File: src/rtl/trap_pkg.sv
// Shared types for the trap and privilege state unit.
// Assumes cause codes fit three bits and are read by handler software.
package trap_pkg;

    localparam int CAUSE_W = 3;

    typedef enum logic [CAUSE_W-1:0] {
        CAUSE_SYSCALL = 3'd0,
        CAUSE_IRQ     = 3'd1,
        CAUSE_FAULT   = 3'd2,
        CAUSE_ABORT   = 3'd3,
        CAUSE_PRIV    = 3'd4
    } cause_e;

    typedef enum logic [1:0] {
        ACT_STEP   = 2'd0,
        ACT_ENTER  = 2'd1,
        ACT_RETURN = 2'd2
    } act_e;

    typedef struct packed {
        act_e   act;      // what the state registers do this edge
        cause_e cause;    // cause recorded on entry
        logic   use_cur;  // entry saves current PC/SP (instruction not done)
        logic   ie_we;    // kernel write of interrupt enable
    } decision_t;

endpackage

File: src/rtl/trap_arbiter.sv
// Chooses the single action for this cycle from all event strobes.
// Purely combinational. Assumes strobes are valid for one cycle each.
// Priority: abort, fault, enabled irq, privilege violation, syscall,
// then kernel return, then the normal sequential step.
module trap_arbiter
    import trap_pkg::*;
(
    input  logic      priv_q,
    input  logic      ie_q,
    input  logic      syscall_i,
    input  logic      irq_i,
    input  logic      fault_i,
    input  logic      abort_i,
    input  logic      priv_op_i,
    input  logic      ie_wr_i,
    input  logic      ret_i,
    output decision_t dec_o,
    output logic      grant_o
);

    localparam int NREQ = 5;

    logic [NREQ-1:0] req;      // index 0 is the highest priority
    logic            violation;

    // Form the ordered request vector for entry events.
    always_comb begin
        violation = !priv_q && (priv_op_i || ie_wr_i || ret_i);
        req[0]    = abort_i;
        req[1]    = fault_i;
        req[2]    = irq_i && ie_q;
        req[3]    = violation;
        req[4]    = syscall_i;
    end

    // Cause code belonging to each request slot.
    function automatic cause_e slot_cause(input int idx);
        case (idx)
            0:       return CAUSE_ABORT;
            1:       return CAUSE_FAULT;
            2:       return CAUSE_IRQ;
            3:       return CAUSE_PRIV;
            default: return CAUSE_SYSCALL;
        endcase
    endfunction

    // Whether the slot's instruction did not complete (save current state).
    function automatic logic slot_use_cur(input int idx);
        return (idx != 2) && (idx != 4);
    endfunction

    // Pick the highest-priority request, or return/step if none.
    always_comb begin
        dec_o.act     = ACT_STEP;
        dec_o.cause   = CAUSE_SYSCALL;
        dec_o.use_cur = 1'b0;
        for (int i = NREQ - 1; i >= 0; i--) begin
            if (req[i]) begin
                dec_o.act     = ACT_ENTER;
                dec_o.cause   = slot_cause(i);
                dec_o.use_cur = slot_use_cur(i);
            end
        end
        if (dec_o.act == ACT_STEP && ret_i && priv_q) begin
            dec_o.act = ACT_RETURN;
        end
        dec_o.ie_we = (dec_o.act == ACT_STEP) && ie_wr_i && priv_q;
    end

    // Permit a generic privileged operation only in a plain kernel step.
    always_comb begin
        grant_o = priv_op_i && priv_q && (dec_o.act == ACT_STEP);
    end

endmodule

File: src/rtl/trap_saved_ctx.sv
// Single-level saved context: return PC, user SP, previous privilege
// and the cause code. Written only on trap entry.
// Assumes nesting beyond one level is handled by software.
module trap_saved_ctx
    import trap_pkg::*;
#(
    parameter int ADDR_W = 32
) (
    input  logic              clk,
    input  logic              rst_n,
    input  logic              enter_i,
    input  cause_e            cause_i,
    input  logic [ADDR_W-1:0] save_pc_i,
    input  logic [ADDR_W-1:0] save_sp_i,
    input  logic              save_priv_i,
    output logic [ADDR_W-1:0] epc_o,
    output logic [ADDR_W-1:0] esp_o,
    output logic              epriv_o,
    output cause_e            cause_o
);

    // Capture the interrupted context on entry.
    always_ff @(posedge clk) begin
        if (!rst_n) begin
            epc_o   <= '0;
            esp_o   <= '0;
            epriv_o <= 1'b0;
            cause_o <= CAUSE_SYSCALL;
        end else if (enter_i) begin
            epc_o   <= save_pc_i;
            esp_o   <= save_sp_i;
            epriv_o <= save_priv_i;
            cause_o <= cause_i;
        end
    end

endmodule

File: src/rtl/trap_live_state.sv
// Architectural PC, SP, privilege bit and interrupt enable.
// Loads the step values, the entry values or the saved context,
// as the decision says. Assumes the decision is one-hot in effect.
module trap_live_state
    import trap_pkg::*;
#(
    parameter int              ADDR_W     = 32,
    parameter logic [ADDR_W-1:0] BOOT_ADDR  = '0,
    parameter logic [ADDR_W-1:0] KSTACK_TOP = '0
) (
    input  logic              clk,
    input  logic              rst_n,
    input  decision_t         dec_i,
    input  logic [ADDR_W-1:0] step_pc_i,
    input  logic [ADDR_W-1:0] step_sp_i,
    input  logic [ADDR_W-1:0] vec_pc_i,
    input  logic [ADDR_W-1:0] entry_sp_i,
    input  logic [ADDR_W-1:0] ret_pc_i,
    input  logic [ADDR_W-1:0] ret_sp_i,
    input  logic              ret_priv_i,
    input  logic              ie_val_i,
    output logic [ADDR_W-1:0] pc_o,
    output logic [ADDR_W-1:0] sp_o,
    output logic              priv_o,
    output logic              ie_o
);

    // Update PC, SP and privilege for the chosen action.
    always_ff @(posedge clk) begin
        if (!rst_n) begin
            pc_o   <= BOOT_ADDR;
            sp_o   <= KSTACK_TOP;
            priv_o <= 1'b1;
        end else begin
            case (dec_i.act)
                ACT_ENTER: begin
                    pc_o   <= vec_pc_i;
                    sp_o   <= entry_sp_i;
                    priv_o <= 1'b1;
                end
                ACT_RETURN: begin
                    pc_o   <= ret_pc_i;
                    sp_o   <= ret_sp_i;
                    priv_o <= ret_priv_i;
                end
                default: begin
                    pc_o <= step_pc_i;
                    sp_o <= step_sp_i;
                end
            endcase
        end
    end

    // Interrupt enable, written only by a permitted kernel write.
    always_ff @(posedge clk) begin
        if (!rst_n) begin
            ie_o <= 1'b0;
        end else if (dec_i.ie_we) begin
            ie_o <= ie_val_i;
        end
    end

endmodule

File: src/rtl/trap_priv_unit.sv
// Top of the trap and privilege state unit. Joins the arbiter, the
// live state and the saved context, and forms the handler vector,
// the values to save and the stack to enter on.
// Assumes one instruction's strobes per cycle.
module trap_priv_unit
    import trap_pkg::*;
#(
    parameter int                ADDR_W      = 32,
    parameter logic [ADDR_W-1:0] BOOT_ADDR   = 32'h0000_0000,
    parameter logic [ADDR_W-1:0] SYSCALL_VEC = 32'h0000_0100,
    parameter logic [ADDR_W-1:0] TRAP_VEC    = 32'h0000_0200,
    parameter logic [ADDR_W-1:0] KSTACK_TOP  = 32'h0000_F000
) (
    input  logic              clk,
    input  logic              rst_n,
    input  logic [ADDR_W-1:0] step_pc_i,
    input  logic [ADDR_W-1:0] sp_i,
    input  logic              syscall_i,
    input  logic              irq_i,
    input  logic              fault_i,
    input  logic              abort_i,
    input  logic              priv_op_i,
    input  logic              ie_wr_i,
    input  logic              ie_val_i,
    input  logic              ret_i,
    output logic [ADDR_W-1:0] pc_o,
    output logic [ADDR_W-1:0] sp_o,
    output logic              priv_o,
    output logic              ie_o,
    output logic [CAUSE_W-1:0] cause_o,
    output logic              priv_grant_o
);

    decision_t         dec;
    logic [ADDR_W-1:0] save_pc;
    logic [ADDR_W-1:0] save_sp;
    logic [ADDR_W-1:0] entry_sp;
    logic [ADDR_W-1:0] vec_pc;
    logic [ADDR_W-1:0] epc;
    logic [ADDR_W-1:0] esp;
    logic              epriv;
    cause_e            cause_q;

    trap_arbiter u_arb (
        .priv_q    (priv_o),
        .ie_q      (ie_o),
        .syscall_i (syscall_i),
        .irq_i     (irq_i),
        .fault_i   (fault_i),
        .abort_i   (abort_i),
        .priv_op_i (priv_op_i),
        .ie_wr_i   (ie_wr_i),
        .ret_i     (ret_i),
        .dec_o     (dec),
        .grant_o   (priv_grant_o)
    );

    // Select saved values, entry stack and handler vector.
    always_comb begin
        save_pc  = dec.use_cur ? pc_o : step_pc_i;
        save_sp  = dec.use_cur ? sp_o : sp_i;
        entry_sp = priv_o ? save_sp : KSTACK_TOP;
        vec_pc   = (dec.cause == CAUSE_SYSCALL) ? SYSCALL_VEC : TRAP_VEC;
    end

    trap_live_state #(
        .ADDR_W     (ADDR_W),
        .BOOT_ADDR  (BOOT_ADDR),
        .KSTACK_TOP (KSTACK_TOP)
    ) u_live (
        .clk        (clk),
        .rst_n      (rst_n),
        .dec_i      (dec),
        .step_pc_i  (step_pc_i),
        .step_sp_i  (sp_i),
        .vec_pc_i   (vec_pc),
        .entry_sp_i (entry_sp),
        .ret_pc_i   (epc),
        .ret_sp_i   (esp),
        .ret_priv_i (epriv),
        .ie_val_i   (ie_val_i),
        .pc_o       (pc_o),
        .sp_o       (sp_o),
        .priv_o     (priv_o),
        .ie_o       (ie_o)
    );

    trap_saved_ctx #(
        .ADDR_W (ADDR_W)
    ) u_ctx (
        .clk         (clk),
        .rst_n       (rst_n),
        .enter_i     (dec.act == ACT_ENTER),
        .cause_i     (dec.cause),
        .save_pc_i   (save_pc),
        .save_sp_i   (save_sp),
        .save_priv_i (priv_o),
        .epc_o       (epc),
        .esp_o       (esp),
        .epriv_o     (epriv),
        .cause_o     (cause_q)
    );

    // Expose the recorded cause.
    always_comb begin
        cause_o = cause_q;
    end

endmodule

File: config.mk
export PLATFORM = sky130hd
export DESIGN_NAME = trap_priv_unit
export DESIGN_NICKNAME = d
export VERILOG_FILES = /design/src/rtl/trap_pkg.sv /design/src/rtl/trap_arbiter.sv /design/src/rtl/trap_saved_ctx.sv /design/src/rtl/trap_live_state.sv /design/src/rtl/trap_priv_unit.sv
export SDC_FILE = /design/constraint.sdc
export NUM_CORES = 1
export LEC_CHECK = 0
export ABC_AREA = 1
export BUFFER_PORTS_ARGS = -buffer_cell sky130_fd_sc_hd__buf_4
export CORE_ASPECT_RATIO = 1.4
export CORE_MARGIN = 4
export CORE_UTILIZATION = 35
export DETAILED_ROUTE_END_ITERATION = 12
export MAX_ROUTING_LAYER = met4
export PLACE_DENSITY = 0.56
export SETUP_SLACK_MARGIN = 0.3
export SLEW_MARGIN = 10
export SYNTH_ARGS = -nofsm -noshare
export SYNTH_HDL_FRONTEND = slang
export SYNTH_SLANG_ARGS = --single-unit
File: constraint.sdc
create_clock -name clk -period 1.51 [get_ports clk]
set_input_delay 0.302 -clock clk [delete_from_list [all_inputs] [get_ports clk]]
set_output_delay 0.302 -clock clk [all_outputs]
set_load 0.02 [all_outputs]
==> results.md <==
Floorplanning:
- The floorplan has 56 rows.
- The I/O pin total is 144.
- In this run the standard cell core region covers around 0.017 mm^2.
- The floorplan die area is between 0.015 and 0.02 mm^2.
- The die is 164 um tall.
- The die is 120 um wide.
- The starting utilization of the core area is 36.0%.

Global route:
- The overall track demand over capacity in global routing is a little under a quarter.
- The number of global-route vias before repair is around 7000.
- The first global-routing pass estimated 36000 um of wire.
- Entering global routing, the biggest net connects 48 pins.
- The initial antenna violation count is 0.
- The total congestion overflow is 0.

Logic synthesis:
- Counting flops and latches in the post-synthesis netlist gives approximately 130.
- The count of cell types in the netlist is 21.
- By area the synthesized netlist is led by sky130_fd_sc_hd__dfxtp_1, sky130_fd_sc_hd__nand2_1, sky130_fd_sc_hd__inv_1.
- The synthesized area divided by synthesized cell count is between 6 and 7 um^2.
- Sequential elements use between 40% and 50% of the synthesized area.
- The synthesis warning total is 0.
- The top-area cell type share of the netlist area is 43.9%.
- The synthesized netlist occupies a cell area of about 0.0061 mm^2.
- The biggest area contributor in the post-synthesis netlist is sky130_fd_sc_hd__dfxtp_1.
- The net count after synthesis is ~1000.
- The post-synthesis cell count is a little over 900.

Cells and area:
- For this run, the number of standard cells in the final layout without fillers is about 1400.
- 0 antenna diodes ended up in the layout.
- The count of nets after finishing is between 1000 and 1500.
- The multi-input combinational cells in the finished layout cover a total of between 0.003 and 0.004 mm^2.
- The sequential cells in the finished layout cover a total of 0.00278 mm^2.
- From synthesis to final layout, the design area changed by 87.9%.
- The library cell used most frequently in the layout, excluding fill and tap cells, is sky130_fd_sc_hd__nand2_1.
- Counting the fill cells in the layout gives 1362.
- In the layout the commonest cells are sky130_fd_sc_hd__nand2_1, sky130_fd_sc_hd__inv_1, sky130_fd_sc_hd__buf_4.
- Of the cells placed in the final design, the portion with a size suffix greater than 1 is approximately 54%.

Route:
- The number of nets with antenna violations after routing is 0.
- The routed via count is 7018.
- The residual DRC count is 0.
- The via density per instance is between 4 and 5.
- The detailed router finished its first iteration with about 350 violations.
- Dividing the detail-routed wire length by the instance count gives approximately 17 um.
- The first detailed-routing pass ran for 5 iterations.
- The final layout contains routed wiring with a total length of between 20000 and 25000 um.

Power and ir drop:
- The part of the total power dissipated in combinational logic is roughly a fifth.
- In this run, flip-flops and latches consume about two fifths of the power.
- The switching power of the nets is ~2.7 mW.
- The switching share of power is between 20% and 30%.
- The cell internal power dissipation is 7.09 mW.
- The clock network is responsible for 39.8% of the overall power.
- The post-route total power is just under 10 mW.
- IR analysis of the VDD net gives a maximum drop of roughly 0.65 mV.
- For this design the ratio of total power to cell area is ~860 mW/mm^2.
- Summed over all cells, the static leakage comes to about 5.7 nW.

Timing:
- The minimum clock period after layout is 1.82 ns.
- The actual slew at the worst max-slew pin is between 0.5 and 0.6 ns.
- In the post-route analysis, the smallest setup slack over all paths is -0.309 ns.
- The max-slew violation total from the final report is 0.
- For the final routed database, the setup TNS stands at -26.39 ns.
- The final number of setup-violating endpoints is 136.
- The maximum clock skew at final layout is 0.00719 ns.
- Setup repair after global routing could not meet its margin everywhere.
- The final number of hold-violating endpoints is 0.
- The fmax is 550 MHz.
- The tightest slew margin relative to the limit is 64.3%.
- The worst path uses 120% of the clock period.

Place:
- Buffers placed on the I/O ports in this run total roughly 140.
- The congestion estimate from routability-driven global placement came to between 0.7 and 0.8.
- The number of cells after detailed placement is 1286.
- Once detailed placement completed, the half-perimeter wirelength came to about 12000 um.

Run status:
- The flow ran to the end, but the final reports show violations.
- The final reports fail on negative setup slack.

CTS:
- The number of hold buffers added after CTS is 0.
- Clock-pin slew was measured on the worst setup and hold paths at approximately 0.06 ns.
- The number of levels in the clock H-tree is 4.
- CTS saw between 100 and 150 sinks.
- TritonCTS created 17 clock buffers.
- The clock latency at the later pin of the worst-skew pair is ~0.42 ns.
- The CTS tree is built.
- The tree is rooted in a sky130_fd_sc_hd__clkbuf_16.
- The maximum buffer depth of the clock tree is 2.

Worst setup path:
- STA classifies the critical path startpoint as a flop.
- The type of the setup path with the least slack is reg -> out.
- Data on the critical path is required at its endpoint by between 1 and 1.5 ns.
- Along the worst path, the maximum fanout reaches 2.
- The arrival time of the worst setup path is 1.52 ns.
- The capturing element type of the critical path is an output pin.

Hold path:
- The tightest min-delay check is of the in -> reg type.

Job:
- Max-cap violations in this run came to 0.
[kinds of logic after synthesis]
family	Yosys count	share of synthesized area (%)
AOI/OAI and AO/OA	209	17.2
and+or+nand+nor	382	25.8
buffers and inverters	196	13.0
DFF	134	43.9
[registers in the layout (all words and copies together) (netlist names)]
name	count
u_ctx.esp_o	32
u_live.pc_o	32
u_ctx.epriv_o	1
u_ctx.cause_o	3
u_live.priv_o	1
u_ctx.epc_o	32
u_live.sp_o	32
u_live.ie_o	1
[final cells by class]
cell class | count | area share [%]
tap | 232 | 2.53
timing repair buffer | 293 | 31.0
inverter | 134 | 4.58
clock buffer | 21 | 4.10
multi-input combinational | 592 | 32.9
sequential | 134 | 24.2
clock inverter | 10 | 0.687
[power groups by stage]
stage	combinational, mW	clock [mW]	sequential (mW)
final	2.03	3.91	3.88
after global routing	2.19	4.13	3.90
after CTS	1.74	3.98	3.85
after detailed placement	1.26	0	3.89
after global placement	1.25	0	3.89
after floorplan	0.627	0	3.96
[timing repair]
item | in CTS | in global routing
resized for setup | 288 | 270
gates cloned | 23 | 4
pin swaps | 66 | 67
setup endpoints to repair | 185 | 178
buffers inserted | 53 | 19
[synth_stat cells]
| master | instances |
|---|---|
| sky130_fd_sc_hd__o21ai_0 | 74 |
| sky130_fd_sc_hd__nand3_2 | 1 |
| sky130_fd_sc_hd__o211ai_1 | 1 |
| sky130_fd_sc_hd__nand3_4 | 1 |
| sky130_fd_sc_hd__clkinv_2 | 1 |
| sky130_fd_sc_hd__clkinv_1 | 1 |
| sky130_fd_sc_hd__nor2_1 | 16 |
| sky130_fd_sc_hd__buf_4 | 7 |
| sky130_fd_sc_hd__a21oi_1 | 69 |
| sky130_fd_sc_hd__nor2_4 | 2 |
| sky130_fd_sc_hd__nand4_1 | 2 |
| sky130_fd_sc_hd__buf_6 | 1 |
| sky130_fd_sc_hd__o21ai_1 | 64 |
| sky130_fd_sc_hd__nand2_1 | 278 |
| sky130_fd_sc_hd__o31ai_1 | 1 |
| sky130_fd_sc_hd__inv_2 | 3 |
| sky130_fd_sc_hd__buf_2 | 20 |
| sky130_fd_sc_hd__inv_1 | 129 |
| sky130_fd_sc_hd__clkbuf_1 | 34 |
| sky130_fd_sc_hd__dfxtp_1 | 134 |
| sky130_fd_sc_hd__nand3_1 | 82 |
[critical path: stages, from the launching register on]
cell	delay, ns
sky130_fd_sc_hd__dfxtp_2	0.33
sky130_fd_sc_hd__nand2_4	0.09
sky130_fd_sc_hd__nand2_4	0.07
sky130_fd_sc_hd__inv_4	0.07
sky130_fd_sc_hd__buf_6	0.09
sky130_fd_sc_hd__nand4_1	0.10
sky130_fd_sc_hd__buf_6	0.15
sky130_fd_sc_hd__nor2_4	0.07
sky130_fd_sc_hd__buf_6	0.11
[worst paths after layout]
path | slack, ns | startpoint | endpoint | cells past startpoint
worst max-delay path | -0.31 | u_live.ie_o | priv_grant_o | 8
worst min-delay path | 0.1 | sp_i[15] | u_live.sp_o[15] | 3
worst max register to register | -0.31 | u_live.ie_o | u_live.pc_o[12] | 13
worst min register to register | 0.46 | u_ctx.epc_o[6] | u_live.pc_o[6] | 2
[layer usage]
metal / global-route usage (%) / vias up / share of wire, %
met4: 7.40 / 0 / 2.8
met5: - / - / 0
li1: - / 3430 / -
met2: 40.9 / 209 / 52
met3: 5.79 / 49 / 5.4
met1: 27.6 / 3330 / 40
[stage by stage]
| stage | utilization (%) | setup slack, ns | hold WS [ns] | cell area (um^2) |
|---|---|---|---|---|
| 2_1_floorplan | - | 0.115 | 0.428 | 6240 |
| 3_3_place_gp | 46.1 | -0.180 | 0.449 | 7810 |
| 3_5_place_dp | 46.1 | -0.245 | 0.452 | 7810 |
| 4_1_cts | 60.8 | -0.285 | 0.0907 | 10300 |
| 5_1_grt | 67.7 | -0.366 | 0.0858 | 11500 |
| 6_report | 67.7 | -0.309 | 0.0978 | 11500 |
No activity file was read; power rests on OpenSTA's default activity.
